==> src/rtl/cpmbx_pkg.sv <==
package cpmbx_pkg;

    localparam int unsigned OFF_CTRL = 'h000;
    localparam int unsigned OFF_H2C  = 'h010;
    localparam int unsigned OFF_C2H  = 'h014;
    localparam int unsigned OFF_MSG  = 'h100;

    localparam int unsigned CTL_HOLD = 0;
    localparam int unsigned CTL_GATE = 2;

    localparam int unsigned EB_HDR   = 0;
    localparam int unsigned EB_INVAL = 1;
    localparam int unsigned EB_SUM   = 2;
    localparam int unsigned EB_MALF  = 3;
    localparam int unsigned EB_TMO   = 4;
    localparam int unsigned ERR_W    = 5;

    typedef enum logic [3:0] {
        S_IDLE,
        S_FRAME,
        S_RING,
        S_POLL,
        S_FETCH,
        S_ACK,
        S_DONE,
        S_EN_H2C,
        S_EN_C2H,
        S_EN_GATE,
        S_EN_HOLD
    } seq_state_t;

endpackage

==> src/rtl/cpmbx_msgram.sv <==
module cpmbx_msgram #(
    parameter int unsigned DW    = 32,
    parameter int unsigned WORDS = 5,
    localparam int unsigned IW   = $clog2(WORDS)
) (
    input  logic                     clk,
    input  logic                     rst_n,
    input  logic                     h_we,
    input  logic [IW-1:0]            h_idx,
    input  logic [DW-1:0]            h_wd,
    input  logic                     c_we,
    input  logic [IW-1:0]            c_idx,
    input  logic [DW-1:0]            c_wd,
    output logic [WORDS-1:0][DW-1:0] mem_q
);

    for (genvar i = 0; i < WORDS; i++) begin : g_word
        always_ff @(posedge clk or negedge rst_n) begin
            if (!rst_n) begin
                mem_q[i] <= '0;
            end else if (h_we && h_idx == IW'(i)) begin
                mem_q[i] <= h_wd;
            end else if (c_we && c_idx == IW'(i)) begin
                mem_q[i] <= c_wd;
            end
        end
    end

    AST_MSG_HOST_WINS: assert property (@(posedge clk) disable iff (!rst_n)
        (h_we && c_we && h_idx == c_idx && h_idx < IW'(WORDS)) |=> mem_q[$past(h_idx)] == $past(h_wd))
        else $error("host write lost to coprocessor write");

endmodule

==> src/rtl/cpmbx_regs.sv <==
module cpmbx_regs
    import cpmbx_pkg::*;
#(
    parameter int unsigned AW    = 12,
    parameter int unsigned DW    = 32,
    parameter int unsigned WORDS = 5,
    localparam int unsigned IW   = $clog2(WORDS)
) (
    input  logic                     clk,
    input  logic                     rst_n,
    input  logic                     wen,
    input  logic [AW-1:0]            waddr,
    input  logic [DW-1:0]            wdata,
    input  logic [1:0][AW-1:0]       raddr,
    output logic [1:0][DW-1:0]       rdata,
    input  logic                     c_msg_we,
    input  logic [IW-1:0]            c_msg_idx,
    input  logic [DW-1:0]            c_msg_wd,
    input  logic                     c_db_we,
    input  logic [DW-1:0]            c_db_wd,
    output logic                     ctl_hold,
    output logic                     ctl_gate,
    output logic [DW-1:0]            h2c_q,
    output logic [DW-1:0]            c2h_q,
    output logic [WORDS-1:0][DW-1:0] msg_q
);

    function automatic logic msg_hit(input logic [AW-1:0] a);
        return (a >= AW'(OFF_MSG)) && (a < AW'(OFF_MSG + 4 * WORDS)) && (a[1:0] == 2'b00);
    endfunction

    function automatic logic [IW-1:0] msg_idx(input logic [AW-1:0] a);
        logic [AW-1:0] d;
        d = a - AW'(OFF_MSG);
        return d[IW+1:2];
    endfunction

    logic w_ctrl, w_h2c, w_c2h, w_msg;

    always_comb begin
        w_ctrl = wen && waddr == AW'(OFF_CTRL);
        w_h2c  = wen && waddr == AW'(OFF_H2C);
        w_c2h  = wen && waddr == AW'(OFF_C2H);
        w_msg  = wen && msg_hit(waddr);
    end

    always_ff @(posedge clk or negedge rst_n) begin
        if (!rst_n) begin
            ctl_hold <= 1'b1;
            ctl_gate <= 1'b1;
            h2c_q    <= '0;
            c2h_q    <= '0;
        end else begin
            if (w_ctrl) begin
                ctl_hold <= wdata[CTL_HOLD];
                ctl_gate <= wdata[CTL_GATE];
            end
            if (w_h2c) begin
                h2c_q <= wdata;
            end
            if (w_c2h) begin
                c2h_q <= wdata;
            end else if (c_db_we) begin
                c2h_q <= c_db_wd;
            end
        end
    end

    cpmbx_msgram #(.DW(DW), .WORDS(WORDS)) u_ram (
        .clk   (clk),
        .rst_n (rst_n),
        .h_we  (w_msg),
        .h_idx (msg_idx(waddr)),
        .h_wd  (wdata),
        .c_we  (c_msg_we),
        .c_idx (c_msg_idx),
        .c_wd  (c_msg_wd),
        .mem_q (msg_q)
    );

    for (genvar p = 0; p < 2; p++) begin : g_rport
        always_comb begin
            rdata[p] = '0;
            if (raddr[p] == AW'(OFF_CTRL)) begin
                rdata[p][CTL_HOLD] = ctl_hold;
                rdata[p][CTL_GATE] = ctl_gate;
            end else if (raddr[p] == AW'(OFF_H2C)) begin
                rdata[p] = h2c_q;
            end else if (raddr[p] == AW'(OFF_C2H)) begin
                rdata[p] = c2h_q;
            end else if (msg_hit(raddr[p])) begin
                rdata[p] = msg_q[msg_idx(raddr[p])];
            end
        end
    end

    AST_C2H_HOST_WINS: assert property (@(posedge clk) disable iff (!rst_n)
        (wen && waddr == AW'(OFF_C2H) && c_db_we) |=> c2h_q == $past(wdata))
        else $error("return doorbell took coprocessor value over host value");

endmodule

==> src/rtl/cpmbx_seq.sv <==
module cpmbx_seq
    import cpmbx_pkg::*;
#(
    parameter int unsigned AW         = 12,
    parameter int unsigned DW         = 32,
    parameter int unsigned WORDS      = 5,
    parameter int unsigned POLL_LIMIT = 2000,
    localparam int unsigned IW        = $clog2(WORDS),
    localparam int unsigned PCW       = $clog2(POLL_LIMIT + 1)
) (
    input  logic              clk,
    input  logic              rst_n,
    input  logic              start,
    input  logic              enable,
    input  logic [DW-1:0]     cmd,
    input  logic [DW-1:0]     arg,
    input  logic [DW-1:0]     rdata,
    output logic              bus_we,
    output logic [AW-1:0]     bus_addr,
    output logic [DW-1:0]     bus_wd,
    output logic              busy,
    output logic              done,
    output logic [ERR_W-1:0]  err,
    output logic [DW-1:0]     arg_out
);

    localparam logic [IW-1:0] LAST = IW'(WORDS - 1);

    seq_state_t        state;
    logic [IW-1:0]     idx;
    logic [PCW-1:0]    poll_cnt;
    logic [DW-1:0]     cmd_q, arg_q, resp_q, sum_q, ret_arg_q;
    logic              tmo_q, bad_q;
    logic [ERR_W-1:0]  err_q;

    function automatic logic [DW-1:0] frame_word(input logic [IW-1:0] k,
                                                 input logic [DW-1:0] c,
                                                 input logic [DW-1:0] a);
        unique case (k)
            IW'(0):  return DW'(1);
            IW'(1):  return c;
            IW'(2):  return DW'(1);
            IW'(3):  return a;
            default: return c + a + DW'(2);
        endcase
    endfunction

    function automatic logic [ERR_W-1:0] classify(input logic tmo, input logic bad,
                                                  input logic [DW-1:0] code);
        logic [ERR_W-1:0] e;
        e = '0;
        if (tmo)                   e[EB_TMO]   = 1'b1;
        else if (bad)              e[EB_SUM]   = 1'b1;
        else if (code == DW'(1))   e           = '0;
        else if (code[EB_HDR])     e[EB_HDR]   = 1'b1;
        else if (code[EB_INVAL])   e[EB_INVAL] = 1'b1;
        else if (code[EB_SUM])     e[EB_SUM]   = 1'b1;
        else                       e[EB_MALF]  = 1'b1;
        return e;
    endfunction

    function automatic logic [AW-1:0] msg_addr(input logic [IW-1:0] k);
        return AW'(OFF_MSG) + (AW'(k) << 2);
    endfunction

    always_ff @(posedge clk or negedge rst_n) begin
        if (!rst_n) begin
            state     <= S_IDLE;
            idx       <= '0;
            poll_cnt  <= '0;
            cmd_q     <= '0;
            arg_q     <= '0;
            resp_q    <= '0;
            sum_q     <= '0;
            ret_arg_q <= '0;
            tmo_q     <= 1'b0;
            bad_q     <= 1'b0;
            err_q     <= '0;
        end else begin
            unique case (state)
                S_IDLE: begin
                    if (start) begin
                        cmd_q <= cmd;
                        arg_q <= arg;
                        idx   <= '0;
                        tmo_q <= 1'b0;
                        bad_q <= 1'b0;
                        state <= S_FRAME;
                    end else if (enable) begin
                        err_q <= '0;
                        state <= S_EN_H2C;
                    end
                end
                S_FRAME: begin
                    if (idx == LAST) begin
                        state <= S_RING;
                    end else begin
                        idx <= idx + 1'b1;
                    end
                end
                S_RING: begin
                    poll_cnt <= '0;
                    state    <= S_POLL;
                end
                S_POLL: begin
                    if (rdata != '0) begin
                        resp_q <= rdata;
                        idx    <= '0;
                        sum_q  <= '0;
                        state  <= S_FETCH;
                    end else if (poll_cnt == PCW'(POLL_LIMIT - 1)) begin
                        tmo_q <= 1'b1;
                        state <= S_ACK;
                    end else begin
                        poll_cnt <= poll_cnt + 1'b1;
                    end
                end
                S_FETCH: begin
                    if (idx == LAST) begin
                        bad_q <= (rdata != sum_q);
                        state <= S_ACK;
                    end else begin
                        sum_q <= sum_q + rdata;
                        if (idx == IW'(3)) begin
                            ret_arg_q <= rdata;
                        end
                        idx <= idx + 1'b1;
                    end
                end
                S_ACK: begin
                    err_q <= classify(tmo_q, bad_q, resp_q);
                    state <= S_DONE;
                end
                S_EN_H2C:  state <= S_EN_C2H;
                S_EN_C2H:  state <= S_EN_GATE;
                S_EN_GATE: state <= S_EN_HOLD;
                S_EN_HOLD: state <= S_DONE;
                S_DONE:    state <= S_IDLE;
                default:   state <= S_IDLE;
            endcase
        end
    end

    always_comb begin
        bus_we   = 1'b0;
        bus_addr = AW'(OFF_C2H);
        bus_wd   = '0;
        unique case (state)
            S_FRAME: begin
                bus_we   = 1'b1;
                bus_addr = msg_addr(idx);
                bus_wd   = frame_word(idx, cmd_q, arg_q);
            end
            S_RING: begin
                bus_we   = 1'b1;
                bus_addr = AW'(OFF_H2C);
                bus_wd   = DW'(1);
            end
            S_FETCH:  bus_addr = msg_addr(idx);
            S_ACK, S_EN_C2H: begin
                bus_we   = 1'b1;
                bus_addr = AW'(OFF_C2H);
            end
            S_EN_H2C: begin
                bus_we   = 1'b1;
                bus_addr = AW'(OFF_H2C);
            end
            S_EN_GATE: begin
                bus_we   = 1'b1;
                bus_addr = AW'(OFF_CTRL);
                bus_wd   = rdata & ~(DW'(1) << CTL_GATE);
            end
            S_EN_HOLD: begin
                bus_we   = 1'b1;
                bus_addr = AW'(OFF_CTRL);
                bus_wd   = rdata & ~(DW'(1) << CTL_HOLD);
            end
            default: ;
        endcase
        busy    = (state != S_IDLE);
        done    = (state == S_DONE);
        err     = err_q;
        arg_out = ret_arg_q;
    end

    AST_ERR_ONEHOT: assert property (@(posedge clk) disable iff (!rst_n)
        done |-> $onehot0(err))
        else $error("more than one error bit reported");

    AST_DONE_PULSE: assert property (@(posedge clk) disable iff (!rst_n)
        done |=> !done && !busy)
        else $error("done not a single pulse");

    AST_START_BUSY: assert property (@(posedge clk) disable iff (!rst_n)
        (start && !busy) |=> busy)
        else $error("start accepted without busy");

    AST_POLL_BOUND: assert property (@(posedge clk) disable iff (!rst_n)
        (state == S_POLL) |-> (poll_cnt < PCW'(POLL_LIMIT)))
        else $error("poll counter beyond limit");

endmodule

==> src/rtl/cpmbx_top.sv <==
module cpmbx_top
    import cpmbx_pkg::*;
#(
    parameter int unsigned AW         = 12,
    parameter int unsigned DW         = 32,
    parameter int unsigned WORDS      = 5,
    parameter int unsigned POLL_LIMIT = 2000,
    localparam int unsigned IW        = $clog2(WORDS)
) (
    input  logic              clk,
    input  logic              rst_n,
    input  logic              hb_we,
    input  logic [AW-1:0]     hb_addr,
    input  logic [DW-1:0]     hb_wdata,
    output logic [DW-1:0]     hb_rdata,
    input  logic              seq_start,
    input  logic              seq_enable,
    input  logic [DW-1:0]     seq_cmd,
    input  logic [DW-1:0]     seq_arg,
    output logic              seq_busy,
    output logic              seq_done,
    output logic [ERR_W-1:0]  seq_err,
    output logic [DW-1:0]     seq_arg_out,
    output logic              cp_hold,
    output logic              cp_gate,
    output logic [DW-1:0]     cp_db_h2c,
    input  logic              cp_msg_we,
    input  logic [IW-1:0]     cp_idx,
    input  logic [DW-1:0]     cp_wdata,
    output logic [DW-1:0]     cp_rdata,
    input  logic              cp_db_we,
    input  logic [DW-1:0]     cp_db_wdata
);

    logic                     s_we;
    logic [AW-1:0]            s_addr;
    logic [DW-1:0]            s_wd;
    logic                     m_we;
    logic [AW-1:0]            m_addr;
    logic [DW-1:0]            m_wd;
    logic [1:0][AW-1:0]       raddr;
    logic [1:0][DW-1:0]       rdata;
    logic [DW-1:0]            c2h_q;
    logic [WORDS-1:0][DW-1:0] msg_q;

    always_comb begin
        m_we     = seq_busy ? s_we   : hb_we;
        m_addr   = seq_busy ? s_addr : hb_addr;
        m_wd     = seq_busy ? s_wd   : hb_wdata;
        raddr[0] = hb_addr;
        raddr[1] = s_addr;
        hb_rdata = rdata[0];
        cp_rdata = (cp_idx < IW'(WORDS)) ? msg_q[cp_idx] : '0;
    end

    cpmbx_regs #(.AW(AW), .DW(DW), .WORDS(WORDS)) u_regs (
        .clk       (clk),
        .rst_n     (rst_n),
        .wen       (m_we),
        .waddr     (m_addr),
        .wdata     (m_wd),
        .raddr     (raddr),
        .rdata     (rdata),
        .c_msg_we  (cp_msg_we),
        .c_msg_idx (cp_idx),
        .c_msg_wd  (cp_wdata),
        .c_db_we   (cp_db_we),
        .c_db_wd   (cp_db_wdata),
        .ctl_hold  (cp_hold),
        .ctl_gate  (cp_gate),
        .h2c_q     (cp_db_h2c),
        .c2h_q     (c2h_q),
        .msg_q     (msg_q)
    );

    cpmbx_seq #(.AW(AW), .DW(DW), .WORDS(WORDS), .POLL_LIMIT(POLL_LIMIT)) u_seq (
        .clk      (clk),
        .rst_n    (rst_n),
        .start    (seq_start),
        .enable   (seq_enable),
        .cmd      (seq_cmd),
        .arg      (seq_arg),
        .rdata    (rdata[1]),
        .bus_we   (s_we),
        .bus_addr (s_addr),
        .bus_wd   (s_wd),
        .busy     (seq_busy),
        .done     (seq_done),
        .err      (seq_err),
        .arg_out  (seq_arg_out)
    );

    AST_GATE_BEFORE_HOLD: assert property (@(posedge clk) disable iff (!rst_n)
        ($fell(cp_hold) && seq_busy) |-> (!cp_gate && $past(!cp_gate)))
        else $error("hold released before clock ungated");

endmodule

==> config.mk <==
export PLATFORM = sky130hd
export DESIGN_NAME = cpmbx_top
export DESIGN_NICKNAME = d
export VERILOG_FILES = /design/src/rtl/cpmbx_pkg.sv /design/src/rtl/cpmbx_msgram.sv /design/src/rtl/cpmbx_regs.sv /design/src/rtl/cpmbx_seq.sv /design/src/rtl/cpmbx_top.sv
export SDC_FILE = /design/constraint.sdc
export NUM_CORES = 1
export LEC_CHECK = 0
export BUFFER_PORTS_ARGS = -buffer_cell sky130_fd_sc_hd__buf_2
export CORE_AREA = 2 2 339 341
export CTS_BUF_LIST = sky130_fd_sc_hd__clkbuf_8
export DETAILED_ROUTE_END_ITERATION = 16
export DIE_AREA = 0 0 341 343
export MAX_ROUTING_LAYER = met4
export SLEW_MARGIN = 15
export SYNTH_ARGS = -nofsm -noshare
export SYNTH_HDL_FRONTEND = slang
export SYNTH_SLANG_ARGS = --single-unit
==> constraint.sdc <==
create_clock -name clk -period 8.2 [get_ports clk]
set_clock_uncertainty 0.2 [all_clocks]
set_input_delay 1.23 -clock clk [delete_from_list [all_inputs] [get_ports clk]]
set_output_delay 1.23 -clock clk [all_outputs]
set_load 0.01 [all_outputs]
==> impl_table.tex <==
\begin{tabular}{lr}
\hline
Metric & Value \\
\hline
\multicolumn{2}{l}{\textbf{Timing}} \\
\quad Number of max-slew violations in the final report & 0 \\
\quad RSZ-0062 raised after global routing & no \\
\quad Relative max-transition margin & 15.80\% \\
\quad Setup\_tns & 0 ns \\
\quad Worst hold slack after final layout & between 0.2 and 0.3 ns \\
\quad Fraction of the cycle the final worst path needs & approximately 77\% \\
\quad Final min period & 6.350 ns \\
\quad Peak clock frequency supported by timing & 157.5 MHz \\
\quad Fin. Hold Viols & 0 \\
\quad Count of endpoints failing setup in the final report & 0 \\
\quad Slew @ Worst Pin & 1.263 ns \\
\multicolumn{2}{l}{\textbf{Min path}} \\
\quad Worst Hold Path Cells & 2 \\
\quad Start point of the worst hold path & u\_seq.arg\_out[22] \\
\quad Hold/Removal Path Class & reg -> reg \\
\quad Hold Path Sink & u\_seq.arg\_out[22] \\
\multicolumn{2}{l}{\textbf{Route}} \\
\quad Count of antenna-violating nets left after detailed routing & 0 \\
\quad Vias after detailed routing & 25920 \\
\quad Pre-antenna DRT Iters & 6 \\
\quad Violation count after the first detailed-route iteration & 3203 \\
\quad Final routed wire length divided by cell count & 25.81 um \\
\quad Overall routed net length & 122700 um \\
\quad Post-DR vias/cell & $\sim$5.5 \\
\quad DRC violations left & 0 \\
\multicolumn{2}{l}{\textbf{Global routing}} \\
\quad Global-route wire length before repair & about 180000 um \\
\quad Residual overflow from global routing & 0 \\
\quad Overall Global Routing Usage & 21.08\% \\
\quad Number of global-route vias before repair & 24520 \\
\quad Pin count of the biggest net entering global routing & 143 \\
\quad Antenna violations before repair & 21 \\
\multicolumn{2}{l}{\textbf{Pwr}} \\
\quad Design internal power & 7759 uW \\
\quad Net Sw Power & 8334 uW \\
\quad Sequential share of power & around a quarter \\
\quad Lkg Pwr & 0.01436 uW \\
\quad Clock power frac & 13.0\% \\
\quad Pwr dens & around 490 nW/um\^{}2 \\
\quad Worst IR Drop VDD & a little over 200 uV \\
\quad Combinational power share & between 60\% and 70\% \\
\quad Proportion of total power due to net switching & 51.79\% \\
\multicolumn{2}{l}{\textbf{Clock network}} \\
\quad Number of buffers created by CTS & 76 \\
\quad Number of H-tree levels & 3 \\
\quad Number of sinks on the clock net & 411 \\
\quad Count of buffers added by post-CTS timing repair for setup & 0 \\
\quad Insertion delay to the later sink of the worst-skew pair & between 0.7 and 0.8 ns \\
\quad CTS Buffer Depth & 3 \\
\quad Root cell of the clock tree & clkbuf\_8 \\
\quad Number of gates given a new drive strength after cts & 0 \\
\quad CTS clock-pin slew for the worst setup and hold paths & 0.06 ns \\
\quad Post-CTS Hold Fix Bufs & 0 \\
\quad Clock tree from TritonCTS & done \\
\multicolumn{2}{l}{\textbf{Worst setup path}} \\
\quad Startpoint of the most critical register-to-register path & u\_seq.state[3] \\
\quad Worst-case reg-to-reg path depth & 16 \\
\quad Family with the most delay on the worst path & compound AO/OA/AOI/OAI gates \\
\quad Largest driver fanout on the critical path & 34 \\
\quad Cell with the biggest individual delay on the critical path & o311ai\_4 \\
\quad Startpoint kind of the worst setup timing path & register \\
\quad Crit-path cells & nand2b\_4, o311ai\_4, nand2\_2, mux4\_2, nand2\_1, o21ai\_0, fa\_1, a21o\_1, o32ai\_1, a31oi\_1, a2bb2oi\_1, a21bo\_2, maj3\_1, mux2\_2, a2111oi\_0, nor2\_1 \\
\quad Crit path buffers/inverters & 0 \\
\quad R2R Path End & u\_seq.sum\_q[16] \\
\quad Required @ worst endpoint & 8.56 ns \\
\quad Worst endpoint data arrival time & 6.71 ns \\
\quad Crit path largest cell delay & around 0.66 ns \\
\quad R2R Setup Slk & between 1.5 and 2 ns \\
\quad Critical path endpoint category & register \\
\quad CP Class & reg -> reg \\
\multicolumn{2}{l}{\textbf{Logic synthesis}} \\
\quad Yosys top cell by area & dfrtp\_1 \\
\quad Primary FF master, synth & dfrtp\_1 \\
\quad Mapped Cells & 2957 \\
\quad Synth top area share & around 36\% \\
\quad Post-synthesis average cell area & roughly 9.5 um\^{}2 \\
\quad Share of the yosys chip area belonging to registers & 36.58\% \\
\quad EDFF count, synth & 0 \\
\quad Top-count cell post-synth & nand2\_1 \\
\quad Synth Net Count & 3233 \\
\quad Share of async-settable or async-resettable flops after synthesis & 100.0\% \\
\quad Netlist cell types & 87 \\
\quad Post-synthesis cell area & approximately 28000 um\^{}2 \\
\quad Warnings from Yosys & 0 \\
\quad Number of flip-flops and latches in the synthesized netlist & 411 \\
\quad Cell types with the largest area share after synthesis & dfrtp\_1 (36\%), mux4\_2 (7.4\%), mux2i\_1 (6.9\%) \\
\quad Most common library cells after synthesis & nand2\_1 (416), dfrtp\_1 (409), o21ai\_0 (269) \\
\multicolumn{2}{l}{\textbf{Die}} \\
\quad Core box area & 113400 um\^{}2 \\
\quad Ports placed on the boundary & about 320 \\
\quad Overall die width & 341 um \\
\quad Initial core utilization & 24.79\% \\
\quad Num rows & 124 \\
\quad Die Span Y & 343 um \\
\quad Area enclosed by the die boundary & 117000 um\^{}2 \\
\multicolumn{2}{l}{\textbf{Job}} \\
\quad Max cap viols & 0 \\
\multicolumn{2}{l}{\textbf{Status}} \\
\quad Result of the run & completed \\
\multicolumn{2}{l}{\textbf{Place}} \\
\quad DP Wirelength & 92290 um \\
\quad Count of input and output buffers & about 320 \\
\quad GP Congestion & 1.007 \\
\multicolumn{2}{l}{\textbf{Cells and area}} \\
\quad Relative area change from synthesis to final layout & 16.57\% \\
\quad Multi-input gate area in the final layout & 16610 um\^{}2 \\
\quad Fraction of final layout cells with drive strength greater than 1 & 24.22\% \\
\quad Fillers & 11890 \\
\quad Post-layout net count & 3448 \\
\quad Storage cell area & 10290 um\^{}2 \\
\hline
\end{tabular}
[placed cells by master (no fill, tap or decap), types with 33 or more instances in the layout]
cell	count
clkbuf_8	93
dfrtp_1	406
ha_1	91
a21oi_1	156
mux2i_1	194
mux4_2	93
nor2b_1	52
a21o_1	64
o21ai_0	268
xnor2_1	42
buf_4	62
buf_2	317
a211oi_1	68
nand2_1	414
nor2_1	137
inv_1	95
a221o_1	33
mux2_2	134
[area by class of cell]
| class | instances | share of cell area (%) |
|---|---|---|
| Timing Repair Buffer | 382 | 6.428 |
| Clock buffer | 93 | 3.905 |
| Inverter | 72 | 0.8245 |
| Antenna cell | 14 | 0.1069 |
| Sequential cell | 411 | 31.40 |
| Tap cell | 1512 | 5.771 |
| Clock inverter | 42 | 0.8970 |
| Multi-Input combinational cell | 2229 | 50.67 |
[stage by stage]
step           instances  setup slack [ns]  power (uW)  utilization [%]  cell area, um^2
2_1_floorplan       2957             3.103       10080                -            28120
3_3_place_gp        4606             2.065       13610            27.48            31160
3_5_place_dp        4606             2.048       13710            27.48            31160
4_1_cts             4741             2.036       15880            28.86            32740
5_1_grt             4753             1.543       17070            28.90            32770
6_report            4755             1.850       16090            28.90            32780
[how the worst max path moves through the flow]
| stage | start | to | slack [ns] | cells past startpoint |
|---|---|---|---|---|
| CTS | u_seq.state[3] | u_seq.sum_q[16] | 2.04 | 16 |
| detailed placement | u_seq.state[3] | u_seq.sum_q[16] | 2.05 | 16 |
| global placement | u_seq.state[3] | u_seq.sum_q[5] | 2.07 | 13 |
| floorplan | u_seq.state[1] | u_seq.sum_q[16] | 3.10 | 18 |
| finish | u_seq.state[3] | u_seq.sum_q[16] | 1.85 | 16 |
| global route | u_seq.state[1] | u_seq.sum_q[16] | 1.54 | 17 |
[per-layer routing]
metal	wire (um)	up-vias	share of wire, %	GRT usage [%]
li1	-	11400	-	-
met5	0	-	0	-
met4	3067	0	2.5	5.277
met2	52490	1454	43	30.23
met3	14340	167	12	6.688
met1	52810	12900	43	28.57
[sequential cells by signal, indices dropped and copies added (netlist names)]
name	cells
u_seq.tmo_q	1
u_seq.idx	3
u_seq.poll_cnt	11
u_seq.state	4
u_seq.resp_q	32
u_seq.arg_out	32
u_seq.sum_q	32
u_regs.u_ram.mem_q	160
u_regs.ctl_hold	1
u_seq.err	5
u_seq.bad_q	1
u_seq.arg_q	32
u_seq.cmd_q	32
u_regs.h2c_q	32
u_regs.c2h_q	32
u_regs.ctl_gate	1
[logic make-up (layout without fill, tap and decap cells)]
| family | Yosys count | count (layout) | synth area share (%) |
|---|---|---|---|
| AO/OA/AOI/OAI | 828 | 828 | 18.99 |
| XOR/XNOR | 67 | 67 | 2.087 |
| adder cells (fa/ha/maj) | 105 | 105 | 4.628 |
| buffers and inverters | 317 | 589 | 4.881 |
| flip-flops | 411 | 411 | 36.58 |
| multiplexers | 422 | 422 | 19.76 |
| other | 0 | 14 | 0 |
| AND/OR/NAND/NOR | 807 | 807 | 13.07 |
[power groups by stage]
stage,Combinational [uW],Clock (uW),Sequential [uW]
floorplan,6520,0,3570
detailed placement,9610,0,4100
CTS,9670,2140,4070
finish,9870,2100,4130
global route,10600,2220,4220
global placement,9540,0,4070
[worst reg2reg max path: stages (launching register included)]
cell and delay [ns]:
dfrtp_1 0.63, nand2b_4 0.48, o311ai_4 0.67, nand2_2 0.47, mux4_2 0.60, nand2_1 0.08
o21ai_0 0.33, fa_1 0.56, a21o_1 0.19, o32ai_1 0.16, a31oi_1 0.18, a2bb2oi_1 0.23
a21bo_2 0.27, maj3_1 0.40, mux2_2 0.28, a2111oi_0 0.42, nor2_1 0.08
Power figures use the tool's default switching activity.
